### src/rtl/alu6_pkg.sv
// Package: shared widths, opcode assignment and constants for the 6-bit
// function-table ALU slice. The opcode numbering is behaviour: the Boolean
// group uses the low four code bits as its truth table.
package alu6_pkg;

    localparam int W    = 6;                 // slice width
    localparam int OPW  = 6;                 // opcode width
    localparam int SHW  = $clog2(W + 1);     // shift amount width
    localparam int PW   = 2 * W;             // full product width

    // substitution box constants: y = ((x ^ KEY) * MUL + ADD) mod 2^W
    localparam logic [W-1:0] SBOX_KEY = 6'h2A;
    localparam logic [W-1:0] SBOX_MUL = 6'd37;
    localparam logic [W-1:0] SBOX_ADD = 6'd11;

    typedef enum logic [OPW-1:0] {
        OP_FALSE   = 6'h00,
        OP_NOR     = 6'h01,
        OP_RANDNL  = 6'h02,
        OP_NOTL    = 6'h03,
        OP_LANDNR  = 6'h04,
        OP_NOTR    = 6'h05,
        OP_XOR     = 6'h06,
        OP_NAND    = 6'h07,
        OP_AND     = 6'h08,
        OP_XNOR    = 6'h09,
        OP_PASSR   = 6'h0A,
        OP_RORNL   = 6'h0B,
        OP_PASSL   = 6'h0C,
        OP_LORNR   = 6'h0D,
        OP_OR      = 6'h0E,
        OP_TRUE    = 6'h0F,
        OP_ADD     = 6'h10,
        OP_SUB     = 6'h11,
        OP_MULLO   = 6'h12,
        OP_MULHI   = 6'h13,
        OP_CMP     = 6'h14,
        OP_MIN     = 6'h15,
        OP_MAX     = 6'h16,
        OP_POPCNT  = 6'h17,
        OP_SHL     = 6'h18,
        OP_SHR     = 6'h19,
        OP_ROTL    = 6'h1A,
        OP_ROTR    = 6'h1B,
        OP_PERM    = 6'h1C,
        OP_PERMINV = 6'h1D,
        OP_SBOX    = 6'h1E
    } opcode_e;

    typedef struct packed {
        logic [W-1:0] res;
        logic         carry;
        logic         lt;
        logic         eq;
    } slice_out_t;

endpackage

### src/rtl/alu6_bool.sv
// Module: alu6_bool
// Applies one of the sixteen two-input Boolean functions bitwise. The 4-bit
// truth table selects the output for each (left bit, right bit) pair, with
// the left bit as the index MSB. Assumes nothing about the operands.
module alu6_bool
    import alu6_pkg::*;
(
    input  logic [3:0]   tt_i,
    input  logic [W-1:0] left_i,
    input  logic [W-1:0] right_i,
    output logic [W-1:0] res_o
);

    // one truth-table lookup per bit position
    for (genvar i = 0; i < W; i++) begin : g_bit
        assign res_o[i] = tt_i[{left_i[i], right_i[i]}];
    end

endmodule

### src/rtl/alu6_arith.sv
// Module: alu6_arith
// Arithmetic group: add and subtract with carry/borrow, the two product
// halves, compare flags, minimum and maximum. Raises hit_o when the code
// belongs to this group; all outputs are zero otherwise.
module alu6_arith
    import alu6_pkg::*;
(
    input  logic [OPW-1:0] op_i,
    input  logic [W-1:0]   left_i,
    input  logic [W-1:0]   right_i,
    output slice_out_t     out_o,
    output logic           hit_o
);

    logic [W:0]    sum;
    logic [W:0]    diff;
    logic [PW-1:0] prod;
    logic          below;

    // shared adders, subtractor and multiplier
    always_comb begin
        sum   = {1'b0, left_i} + {1'b0, right_i};
        diff  = {1'b0, left_i} - {1'b0, right_i};
        prod  = PW'(left_i) * PW'(right_i);
        below = diff[W];
    end

    // pick the group member named by the code
    always_comb begin
        out_o = '0;
        hit_o = 1'b1;
        case (op_i)
            OP_ADD: begin
                out_o.res   = sum[W-1:0];
                out_o.carry = sum[W];
            end
            OP_SUB: begin
                out_o.res   = diff[W-1:0];
                out_o.carry = below;
            end
            OP_MULLO: out_o.res = prod[W-1:0];
            OP_MULHI: out_o.res = prod[PW-1:W];
            OP_CMP: begin
                out_o.lt = below;
                out_o.eq = (left_i == right_i);
            end
            OP_MIN:  out_o.res = below ? left_i  : right_i;
            OP_MAX:  out_o.res = below ? right_i : left_i;
            default: hit_o = 1'b0;
        endcase
    end

endmodule

### src/rtl/alu6_shuffle.sv
// Module: alu6_shuffle
// Operations on the left operand alone that stay inside the slice:
// population count, logical shifts, rotates, the wide-rotate permutation
// and its inverse, and the fixed substitution box. Only the amount bits of
// the right operand reach this module. Assumes W = 6 for the permutations.
module alu6_shuffle
    import alu6_pkg::*;
(
    input  logic [OPW-1:0] op_i,
    input  logic [W-1:0]   left_i,
    input  logic [SHW-1:0] amt_i,
    output logic [W-1:0]   res_o,
    output logic           hit_o
);

    localparam logic [SHW-1:0] AMT_W = SHW'(W);

    logic [W-1:0]   ones;
    logic [SHW-1:0] rot_amt;
    logic [PW-1:0]  dbl_l;
    logic [PW-1:0]  dbl_r;
    logic [W-1:0]   shl;
    logic [W-1:0]   shr;
    logic [W-1:0]   perm;
    logic [W-1:0]   perm_inv;
    logic [W-1:0]   sbox;

    // count set bits of the left operand
    always_comb begin
        ones = '0;
        for (int i = 0; i < W; i++) begin
            ones = ones + W'(left_i[i]);
        end
    end

    // shifts saturate to zero; rotate amount folds modulo the width
    always_comb begin
        shl     = (amt_i >= AMT_W) ? '0 : (left_i << amt_i);
        shr     = (amt_i >= AMT_W) ? '0 : (left_i >> amt_i);
        rot_amt = (amt_i >= AMT_W) ? (amt_i - AMT_W) : amt_i;
        dbl_l   = {left_i, left_i} << rot_amt;
        dbl_r   = {left_i, left_i} >> rot_amt;
    end

    // fixed wiring permutations and substitution box
    always_comb begin
        perm     = {left_i[5], left_i[2], left_i[3], left_i[0], left_i[1], left_i[4]};
        perm_inv = {left_i[5], left_i[0], left_i[3], left_i[4], left_i[1], left_i[2]};
        sbox     = W'((left_i ^ SBOX_KEY) * SBOX_MUL + SBOX_ADD);
    end

    // select by code
    always_comb begin
        hit_o = 1'b1;
        case (op_i)
            OP_POPCNT:  res_o = ones;
            OP_SHL:     res_o = shl;
            OP_SHR:     res_o = shr;
            OP_ROTL:    res_o = dbl_l[PW-1:W];
            OP_ROTR:    res_o = dbl_r[W-1:0];
            OP_PERM:    res_o = perm;
            OP_PERMINV: res_o = perm_inv;
            OP_SBOX:    res_o = sbox;
            default: begin
                res_o = '0;
                hit_o = 1'b0;
            end
        endcase
    end

endmodule

### src/rtl/alu6_slice.sv
// Module: alu6_slice (top)
// One 6-bit slice of a sliced ALU. Three function units evaluate in
// parallel, and a priority select picks one by opcode group. The chosen
// result and flags are registered once. Unassigned codes produce zero.
// Assumes inputs are stable around the rising clock edge.
module alu6_slice
    import alu6_pkg::*;
(
    input  logic           clk,
    input  logic           rst_n,
    input  logic [OPW-1:0] op_i,
    input  logic [W-1:0]   left_i,
    input  logic [W-1:0]   right_i,
    output logic [W-1:0]   result_o,
    output logic           carry_o,
    output logic           lt_o,
    output logic           eq_o
);

    logic [W-1:0] bool_res;
    slice_out_t   arith_out;
    logic         arith_hit;
    logic [W-1:0] shuf_res;
    logic         shuf_hit;
    logic         is_bool;
    slice_out_t   nxt;
    slice_out_t   q;

    alu6_bool u_bool (
        .tt_i    (op_i[3:0]),
        .left_i  (left_i),
        .right_i (right_i),
        .res_o   (bool_res)
    );

    alu6_arith u_arith (
        .op_i    (op_i),
        .left_i  (left_i),
        .right_i (right_i),
        .out_o   (arith_out),
        .hit_o   (arith_hit)
    );

    alu6_shuffle u_shuffle (
        .op_i    (op_i),
        .left_i  (left_i),
        .amt_i   (right_i[SHW-1:0]),
        .res_o   (shuf_res),
        .hit_o   (shuf_hit)
    );

    // Boolean group occupies the lowest sixteen codes
    assign is_bool = (op_i[OPW-1:4] == '0);

    // group select, zero for unassigned codes
    always_comb begin
        nxt = '0;
        if (is_bool) begin
            nxt.res = bool_res;
        end else if (arith_hit) begin
            nxt = arith_out;
        end else if (shuf_hit) begin
            nxt.res = shuf_res;
        end
    end

    // output register with synchronous active-low reset
    always_ff @(posedge clk) begin
        if (!rst_n) begin
            q <= '0;
        end else begin
            q <= nxt;
        end
    end

    assign result_o = q.res;
    assign carry_o  = q.carry;
    assign lt_o     = q.lt;
    assign eq_o     = q.eq;

endmodule

### config.mk
export PLATFORM = sky130hd
export DESIGN_NAME = alu6_slice
export DESIGN_NICKNAME = d
export VERILOG_FILES = /design/src/rtl/alu6_pkg.sv /design/src/rtl/alu6_bool.sv /design/src/rtl/alu6_arith.sv /design/src/rtl/alu6_shuffle.sv /design/src/rtl/alu6_slice.sv
export SDC_FILE = /design/constraint.sdc
export NUM_CORES = 1
export LEC_CHECK = 0
export BUFFER_PORTS_ARGS = -buffer_cell sky130_fd_sc_hd__buf_2
export CAP_MARGIN = 20
export CORE_MARGIN = 2
export CORE_UTILIZATION = 35
export CTS_CLUSTER_DIAMETER = 200
export DETAILED_ROUTE_END_ITERATION = 6
export PLACE_DENSITY_LB_ADDON = 0.12
export SLEW_MARGIN = 5
export SYNTH_ARGS = -nofsm -noshare
export SYNTH_HDL_FRONTEND = slang
export SYNTH_HIERARCHICAL = 1
export SYNTH_SLANG_ARGS = --single-unit
### constraint.sdc
create_clock -name clk -period 4.8 [get_ports clk]
set_input_delay 0 -clock clk [delete_from_list [all_inputs] [get_ports clk]]
set_output_delay 0 -clock clk [all_outputs]
set_load 0.005 [all_outputs]
==> reports/qor.csv, run 1 <==
metric,value,unit
run_status,completed,
synth_simple_gate_area_share,0.2186,
die-height,108.1,um
timing.critical_path.fanout_max,15,
multi_input_comb_area,3271,um^2
synth_seq_area_share,0.04754,
effective_utilization_at_floorplan,0.3638,
drc_violations,0,
ctsRootBufferMaster,clkbuf_8,
fillCellCount,1119,
cts_repair_resize_count,0,
tritoncts_num_sinks,9,
grt_usage,0.2000,
final_nets,560,
pre_cts_ws,747.3,ps
pwr-share-clk,0.131,
maximum_number_of_pins_on_one_net_before_global_route_repair,43,
synthesis.yosys.warnings,6,
maximum_clock_frequency,265.5,MHz
p_total,0.6531,mW
drt-vias-per-instance,5.795,
port-buffer-count,28,
synth_flop_cell,dfxtp_1,
clk_pin_slew_worst_paths,40,ps
syn-cell-area,3790,um^2
min-delay-path-class,input pin to flop,
total_power_density_per_cell_area,161.2,nW/um^2
max_slew_margin,0.4939,
cts_max_level,1,
wire_length_of_the_first_global_routing_pass,18550,um
critical_path.startpoint_type,input pin,
tritoncts,yes,
yosys.area_share.xor_xnor,0.03929,
regArea,180.2,um^2
flow.area_growth_from_synthesis,6.867,%
critPathArrivalTime,3870,ps
p_switching,0.3132,mW
floorplan.die_area,11680,um^2
synth_compound_area_frac,0.1978,
asyncSetResetFlopFracSynth,0,
std_cell_rows,37,
finalCritPeriodShare,0.7846,
final_common_cell,inv_1,
cp_data_required_time,4910,ps
gr-total-overflow,0,
finalSetupViolCount,0,
max_slew_violations,0,
most-common-layout-cells,"inv_1, ha_1, nor2_1, nand2_1, buf_2",
ys_ff_latch,9,
total_number_of_vias,3535,
gp_congestion,0.8797,
rsz0062_at_grt,no,
numPlacedInstances,606,
bufs_on_longest_clock_path,2,
cts_post_setup_buffers_inserted,0,
grt_pass1_vias,3534,
drt_first_iter_violations,325,
worst_setup_path_end_kind,flop,
io_pins,29,
maxCapViolCount,0,
postCtsHoldBufs,0,
initial_antenna_violation_count,0,
swShare,0.4795,
syn-num-nets,541,
antennaDiodeCount,0,
ant_nets,0,
ir_worst_vdd,0.1322,mV
timing.final.hold_violations,0,
power.static_leakage,1.844,nW
share_comb_of_total_power,0.751,
post_synth_fa_ha_maj_area_fraction,0.2602,
ys_types,71,
numCtsBuffers,3,
postSynthCellCount,456,
dr.pass1.iters,5,
avgRoutedWirePerCell,18.39,um
tightest_slew,759.2,ps
synthesis.area_per_instance,8.311,um^2
final_layout_size_suffix_gt1_frac,0.1646,
total_negative_slack_for_setup_checks,0,ps
routed_wl,11220,um
synth_top_family_by_area,adder cells,
die_boundary_width,108.1,um
post_synth_mux_area_share,0.1472,
synth_edf_count,0,
setup.worst_path.class,input pin to flop,
core_region_area,10420,um^2
worst_slack,1034,ps
fin_cells,610,
seq_power_share,0.119,
cell_internal_pwr,0.3399,mW
layout_min_cycle_time,3766,ps
detailed_place_hpwl,8426,um
fin_hold_ws,69.45,ps
[worst max-delay path, cell delays in order]
cell,delay (ps)
buf_2,300
ha_1,350
fa_1,440
ha_1,330
fa_1,540
fa_1,510
a21o_1,190
a211oi_1,240
o21ai_0,110
o21ai_0,130
a21oi_1,100
a221o_1,290
a221o_1,330
[routing by layer]
metal  track usage  part of all wire  wire length (um)  up-vias
met1        0.2987              0.50              5574     1731
met2        0.3226              0.45              5027      104
li1              -                 -                 -     1690
met5             0                 0                 0        -
met3       0.01326             0.046               514       10
met4       0.03022            0.0090               101        0
[logic make-up after synthesis]
kind of cell / count (synthesis)
fa+ha+maj: 65
mux: 38
xor+xnor: 17
flops: 9
compound gates: 103
simple gates: 154
buf+inv: 70
[sequential cells by signal, summed over array words and instances, names as in the netlist]
register	flops
carry_o	1
eq_o	1
lt_o	1
result_o	6
[power groups by stage]
stage	combinational, mW	sequential, mW	clock (mW)
global route	0.555	0.0776	0.0942
CTS	0.492	0.0776	0.0878
finish	0.490	0.0776	0.0853
detailed placement	0.488	0.0790	0
global placement	0.490	0.0789	0
floorplan	0.361	0.0793	0
[synth_stat cells (9+ instances only)]
master	count	share of area
inv_1	46	0.046
ha_1	42	0.14
nor2_1	36	0.036
nand2_1	32	0.032
fa_1	23	0.12
o21ai_0	20	0.026
a21oi_1	18	0.024
and2_1	18	0.030
mux2i_1	18	0.048
mux4_2	12	0.071
xnor2_1	12	0.028
a22oi_1	11	0.022
nor3_1	11	0.015
buf_2	10	0.013
nand3_1	10	0.013
dfxtp_1	9	0.048
[stage by stage]
stage | util | cell area, um^2
after global placement | 0.3845 | 4005
after global routing | 0.3888 | 4050
after CTS | 0.3888 | 4050
after detailed placement | 0.3845 | 4005
final | 0.3888 | 4050
after floorplan | - | 3790
[worst paths after layout]
kind                  startpoint                      to  slack (ps)  depth (start not counted)
worst max-delay path  right_i[2]  result_o[1]$_SDFF_PN0_        1030                         13
worst min-delay path       rst_n  result_o[2]$_SDFF_PN0_          70                          2
[layout make-up]
cell class | count | area share
multi-input cells | 377 | 0.8075
repair buffers | 37 | 0.05128
flip-flops and latches | 9 | 0.04449
well taps | 136 | 0.04201
clock buffers | 4 | 0.01112
inverters | 47 | 0.04356
No activity file was read; power rests on OpenSTA's default activity.
==> inputs of run 2 (changes only) <==
--- a/config.mk
+++ b/config.mk
@@ -5,6 +5,7 @@
 export SDC_FILE = /design/constraint.sdc
 export NUM_CORES = 1
 export LEC_CHECK = 0
+export ABC_AREA = 1
 export BUFFER_PORTS_ARGS = -buffer_cell sky130_fd_sc_hd__buf_2
 export CAP_MARGIN = 20
 export CORE_MARGIN = 2
==> constraint.sdc (replaced) <==
create_clock -name clk -period 3.59 [get_ports clk]
set_input_delay 0 -clock clk [delete_from_list [all_inputs] [get_ports clk]]
set_output_delay 0 -clock clk [all_outputs]
set_load 0.005 [all_outputs]
==> reports/qor.csv, run 2 <==
metric,value,unit,change
gp_congestion,0.9537,,+8.4%
ys_types,42,,-41%
grt_pass1_vias,4763,,+35%
syn-num-nets,837,,+55%
most-common-layout-cells,"nand2_1, inv_1, nand3_1, nor2_1, ha_1",,
min-delay-path-class,input pin to flop,,
largest_register_ff_count,6,,unchanged
drt_first_iter_violations,335,,+3.1%
cts_post_setup_buffers_inserted,0,,unchanged
final_nets,878,,+57%
finalSetupViolCount,0,,unchanged
numCtsBuffers,3,,unchanged
initial_antenna_violation_count,0,,unchanged
bufs_on_longest_clock_path,2,,unchanged
drt-vias-per-instance,5.112,,-12%
total_number_of_vias,4780,,+35%
detailed_place_hpwl,11790,um,+40%
tritoncts,yes,,
maxCapViolCount,0,,unchanged
critical_path.startpoint_type,input pin,,
die_boundary_width,113.5,um,+5.0%
synth_seq_area_share,0.04292,,-0.004619
cts_repair_resize_count,0,,unchanged
maximum_number_of_pins_on_one_net_before_global_route_repair,22,,-49%
io_pins,29,,unchanged
startpoint,right_i[5],,
worst_setup_path_end_kind,flop,,
postCtsHoldBufs,0,,unchanged
std_cell_rows,39,,+5.4%
run_status,completed,,
numPlacedInstances,931,,+54%
layout_min_cycle_time,3249,ps,
ctsRootBufferMaster,clkbuf_16,,
clk_pin_slew_worst_paths,40,ps,about the same
synth_flop_cell,dfxtp_1,,
synthesis.area_per_instance,5.582,um^2,-33%
critPathArrivalTime,3410,ps,-460 ps
crit_path_end,result_o[4]$_SDFF_PN0_,,
synth_top_cells_by_count,"nand2_1, inv_1, nand3_1",,
synth.top_cells.by_area,"nand2_1, ha_1, inv_1",,
cts_max_level,1,,unchanged
syn-cell-area,4198,um^2,+11%
tightest_slew,902.1,ps,+142.9 ps
max_slew_violations,0,,unchanged
antennaDiodeCount,0,,unchanged
effective_utilization_at_floorplan,0.3630,,-0.0008665
regArea,180.2,um^2,unchanged
port-buffer-count,28,,unchanged
final_layout_size_suffix_gt1_frac,0.1098,,-0.05471
ant_nets,0,,unchanged
synth_top_area_frac,0.2253,,+0.08668
timing.final.hold_violations,0,,unchanged
die-height,113.5,um,+5.0%
max_slew_margin,0.3945,,-0.09936
fin_cells,935,,+53%
grt_usage,0.2308,,+0.03074
tritoncts_num_sinks,9,,unchanged
gr-total-overflow,0,,unchanged
synth_edf_count,0,,unchanged
rsz0062_at_grt,no,,
total_negative_slack_for_setup_checks,0,ps,unchanged
synth_most_common_cell,nand2_1,,
dr.pass1.iters,5,,unchanged
cp_data_required_time,3750,ps,-1160 ps
setup.worst_path.class,input pin to flop,,
multi_input_comb_area,3385,um^2,+3.5%
routed_wl,14390,um,+28%
core_region_area,11560,um^2,+11%
drc_violations,0,,unchanged
power.static_leakage,2.760,nW,+50%
final_common_cell,nand2_1,,
total_power_density_per_cell_area,211.0,nW/um^2,+31%
finalCritPeriodShare,0.9049,,
asyncSetResetFlopFracSynth,0,,unchanged
ir_worst_vdd,0.1262,mV,-4.6%
ys_ff_latch,9,,unchanged
synthesis.yosys.warnings,6,,unchanged
floorplan.die_area,12890,um^2,+10%
postSynthCellCount,752,,+65%
fillCellCount,1338,,+20%
wire_length_of_the_first_global_routing_pass,23920,um,+29%
avgRoutedWirePerCell,15.39,um,-16%
maximum_clock_frequency,307.8,MHz,
flow.area_growth_from_synthesis,10.52,%,
timing.critical_path.fanout_max,10,,-5
yosys.area.top_type,nand2_1,,
==> run 2: cell types whose count changed in the layout (fill, tap and decap cells not counted), moves of 12 or more <==
cell and change:
mux2i_1 -18, nand2_1 +220, nand3_1 +79, inv_1 +92
nor2_1 +38, mux4_2 -12, and2_1 -17
==> run 2: layout make-up <==
type                       instances  area share
multi-input combinational        586      0.7295
inverter                         152      0.1249
clock buffer                       4     0.01699
timing repair buffer              41     0.05124
tap                              143     0.03857
sequential                         9     0.03883
==> run 2: cell families after synthesis <==
kind of cell | Yosys count | synth area share
flops | 9 | 0.04292
xor+xnor | 2 | 0.004174
compound gates | 55 | 0.07571
simple gates | 464 | 0.4915
fa+ha+maj | 65 | 0.2349
buf+inv | 157 | 0.1508
==> run 2: metrics by stage <==
step / setup WS (ps) / cell area, um^2 / power, mW / hold WS [ps] / utilization
2_1_floorplan: 500.7 / 4198 / 0.5875 / 194.4 / -
3_3_place_gp: 176.0 / 4561 / 0.7595 / 372.1 / 0.3944
3_5_place_dp: 93.98 / 4561 / 0.7701 / 374.7 / 0.3944
4_1_cts: 335.4 / 4639 / 0.9766 / 131.7 / 0.4012
5_1_grt: 18.43 / 4639 / 1.090 / 174.2 / 0.4012
6_report: 341.3 / 4639 / 0.9791 / 132.6 / 0.4012
==> run 2: where the power goes <==
group          switching (mW)  total, mW  leakage [nW]  internal (mW)
clock                  0.0514      0.200        0.0382          0.149
sequential            0.00128      0.105        0.0732          0.103
combinational           0.440      0.674          2.65          0.234
total                   0.492      0.979          2.76          0.487
==> run 2: worst min-delay path by stage <==
stage | slack, ps | cells past startpoint | start | endpoint
2_1_floorplan | 190 | 4 | left_i[1] | result_o[1]$_SDFF_PN0_
3_3_place_gp | 370 | 4 | op_i[5] | result_o[2]$_SDFF_PN0_
3_5_place_dp | 370 | 4 | op_i[5] | result_o[4]$_SDFF_PN0_
4_1_cts | 130 | 4 | op_i[5] | result_o[4]$_SDFF_PN0_
5_1_grt | 170 | 4 | op_i[4] | result_o[2]$_SDFF_PN0_
6_report | 130 | 4 | op_i[5] | result_o[4]$_SDFF_PN0_
==> run 2: per-layer routing <==
| layer | share of wire | global-route usage |
|---|---|---|
| met2 | 0.49 | 0.4140 |
| met3 | 0.050 | 0.01860 |
| met5 | 0 | 0 |
| met1 | 0.44 | 0.3051 |
| met4 | 0.014 | 0.04553 |
==> run 2: worst max-delay path: stages <==
cell and delay, ps:
buf_2 200, nand2_1 110, fa_1 540, inv_1 50
fa_1 530, inv_1 60, fa_1 530, inv_1 40
ha_1 360, a21o_1 230, a21oi_1 170, nand2_1 70
nand2_1 60, nand3_1 80, nand3_2 90, nand2_1 50
nand2_1 90, nand2_1 40, a21oi_1 120
==> inputs of run 3 (changes only) <==
--- a/config.mk
+++ b/config.mk
@@ -5,9 +5,10 @@
 export SDC_FILE = /design/constraint.sdc
 export NUM_CORES = 1
 export LEC_CHECK = 0
-export ABC_AREA = 1
 export BUFFER_PORTS_ARGS = -buffer_cell sky130_fd_sc_hd__buf_2
 export CAP_MARGIN = 20
+export CELL_PAD_IN_SITES_DETAIL_PLACEMENT = 1
+export CELL_PAD_IN_SITES_GLOBAL_PLACEMENT = 2
 export CORE_MARGIN = 2
 export CORE_UTILIZATION = 35
 export CTS_CLUSTER_DIAMETER = 200
==> reports/qor.csv, run 3 (same netlist as run 1, synthesis figures left out) <==
metric,value,unit,change
numPlacedInstances,631,,-32%
flow.area_growth_from_synthesis,14.63,%,
io_pins,29,,unchanged
layout_min_cycle_time,3454,ps,+205.0 ps
maximum_clock_frequency,289.5,MHz,-5.9%
max_slew_violations,0,,unchanged
tritoncts,yes,,
ctsRootBufferMaster,clkbuf_8,,
critical_path.startpoint_type,input pin,,
grt_pass1_vias,3874,,-19%
die-height,108.1,um,-4.8%
drc_violations,0,,unchanged
grt_usage,0.2268,,-0.003947
tritoncts_num_sinks,9,,unchanged
floorplan.die_area,11680,um^2,-9.4%
critical_path_buf_inv_count,4,,unchanged
ir_worst_vdd,0.1489,mV,+18%
routed_wl,12700,um,-12%
timing.final.hold_violations,0,,unchanged
gp_congestion,0.8541,,-10%
min-delay-path-class,input pin to flop,,
final_nets,586,,-33%
critPathArrivalTime,3570,ps,+160 ps
effective_utilization_at_floorplan,0.3638,,+0.0008665
bufs_on_longest_clock_path,2,,unchanged
die_boundary_width,108.1,um,-4.8%
largest_register_ff_count,6,,unchanged
p_total,1.005,mW,+2.7%
cts_max_level,1,,unchanged
finalSetupViolCount,0,,unchanged
initial_antenna_violation_count,0,,unchanged
wire_length_of_the_first_global_routing_pass,20910,um,-13%
maximum_number_of_pins_on_one_net_before_global_route_repair,39,,+77%
gr-total-overflow,0,,unchanged
setup.worst_path.class,input pin to flop,,
max_slew_margin,0.5669,,+0.1724
run_status,completed,,
swShare,0.4642,,-0.03882
seq_power_share,0.103,,-0.004
finalCritPeriodShare,0.9620,,+0.05710
drt_first_iter_violations,177,,-47%
pwr-share-clk,0.113,,-0.091
drt-vias-per-instance,5.764,,+13%
dr.pass1.iters,4,,-1
fin_cells,636,,-32%
cell_internal_pwr,0.5387,mW,+11%
port-buffer-count,28,,unchanged
power.static_leakage,1.988,nW,-28%
critPathMaxStageDelay,530,ps,about the same
p_switching,0.4667,mW,-5.2%
numCtsBuffers,3,,unchanged
tightest_slew,649.6,ps,-252.5 ps
rsz0062_at_grt,yes,,
total_number_of_vias,3666,,-23%
final_common_cell,inv_1,,
total_negative_slack_for_setup_checks,0,ps,unchanged
final_layout_size_suffix_gt1_frac,0.2380,,+0.1282
crit_slowest_cell,fa_1,,
series_of_cell_instances_along_the_critical_path,clkbuf_4 > nand2_2 > fa_1 > inv_1 > fa_1 > inv_1 > fa_1 > inv_1 > ha_4 > or3_4 > or2_2 > o22ai_2 > xor2_1 > a32oi_1 > nand3_1 > a221o_1,,
worst_setup_path_end_kind,flop,,
avgRoutedWirePerCell,19.97,um,+30%
share_comb_of_total_power,0.784,,+0.095
clk_pin_slew_worst_paths,40,ps,about the same
total_power_density_per_cell_area,231.4,nW/um^2,+9.7%
core_region_area,10420,um^2,-9.9%
cpLargestDelayFamily,adder cells,,
antennaDiodeCount,0,,unchanged
std_cell_rows,37,,-5.1%
timing.critical_path.fanout_max,6,,-4
detailed_place_hpwl,9996,um,-15%
ant_nets,0,,unchanged
maxCapViolCount,0,,unchanged
most-common-layout-cells,"inv_1, ha_1, nor2_1, buf_4, nand2_1",,
cp_data_required_time,3700,ps,-50 ps
-- run 3: cell count changes in the layout (fill, tap and decap cells not counted), sizes merged, moves of 13 or more --
cell   before  now
nand2     261   32
nor2       80   36
and2        1   21
nand3      93   10
inv       151   46
mux2i       0   19
buf        41   61
mux4        0   13
-- run 3: final timing paths --
| path | from | to | cells after the start |
|---|---|---|---|
| max | left_i[2] | result_o[5]$_SDFF_PN0_ | 16 |
| min | rst_n | result_o[2]$_SDFF_PN0_ | 2 |
-- run 3: metal layers --
| metal | global-route usage | part of all wire |
|---|---|---|
| met5 | 0 | 0 |
| met4 | 0.03022 | 0.0090 |
| met3 | 0.01326 | 0.033 |
| met2 | 0.3850 | 0.47 |
| met1 | 0.3255 | 0.49 |
-- run 3: power by group through the flow --
stage	logic, mW	registers, mW	clock network (mW)
floorplan	0.482	0.106	0
global placement	0.705	0.106	0
detailed placement	0.720	0.106	0
CTS	0.728	0.104	0.117
global route	0.884	0.104	0.125
finish	0.788	0.104	0.113
-- run 3: repair_timing --
action / in CTS / in global routing
gates resized for setup: 2 / 20
setup endpoints to repair: 1 / 6
gates cloned: 0 / 0
hold buffers: 0 / 0
buffers inserted: 0 / 1
pin swaps: 0 / 13
hold endpoints to repair: 0 / 0
-- run 3: cell type report --
cell class | count | area (um^2)
clock buffers | 4 | 45.04
fillers | 1281 | 6072
inverters | 47 | 176.4
multi-input cells | 377 | 3364
flip-flops and latches | 9 | 180.2
well taps | 136 | 170.2
repair buffers | 63 | 407.9
-- run 3: per-stage QoR --
stage | setup WS, ps | instance area, um^2 | util | hold slack, ps
after floorplan | 114.7 | 3790 | - | 117.5
after global placement | -205.3 | 4193 | 0.4025 | 311.8
after detailed placement | -244.3 | 4193 | 0.4025 | 315.6
after CTS | 3.578 | 4238 | 0.4068 | 78.44
after global routing | -18.50 | 4344 | 0.4171 | 80.38
final | 136.3 | 4344 | 0.4171 | 79.88
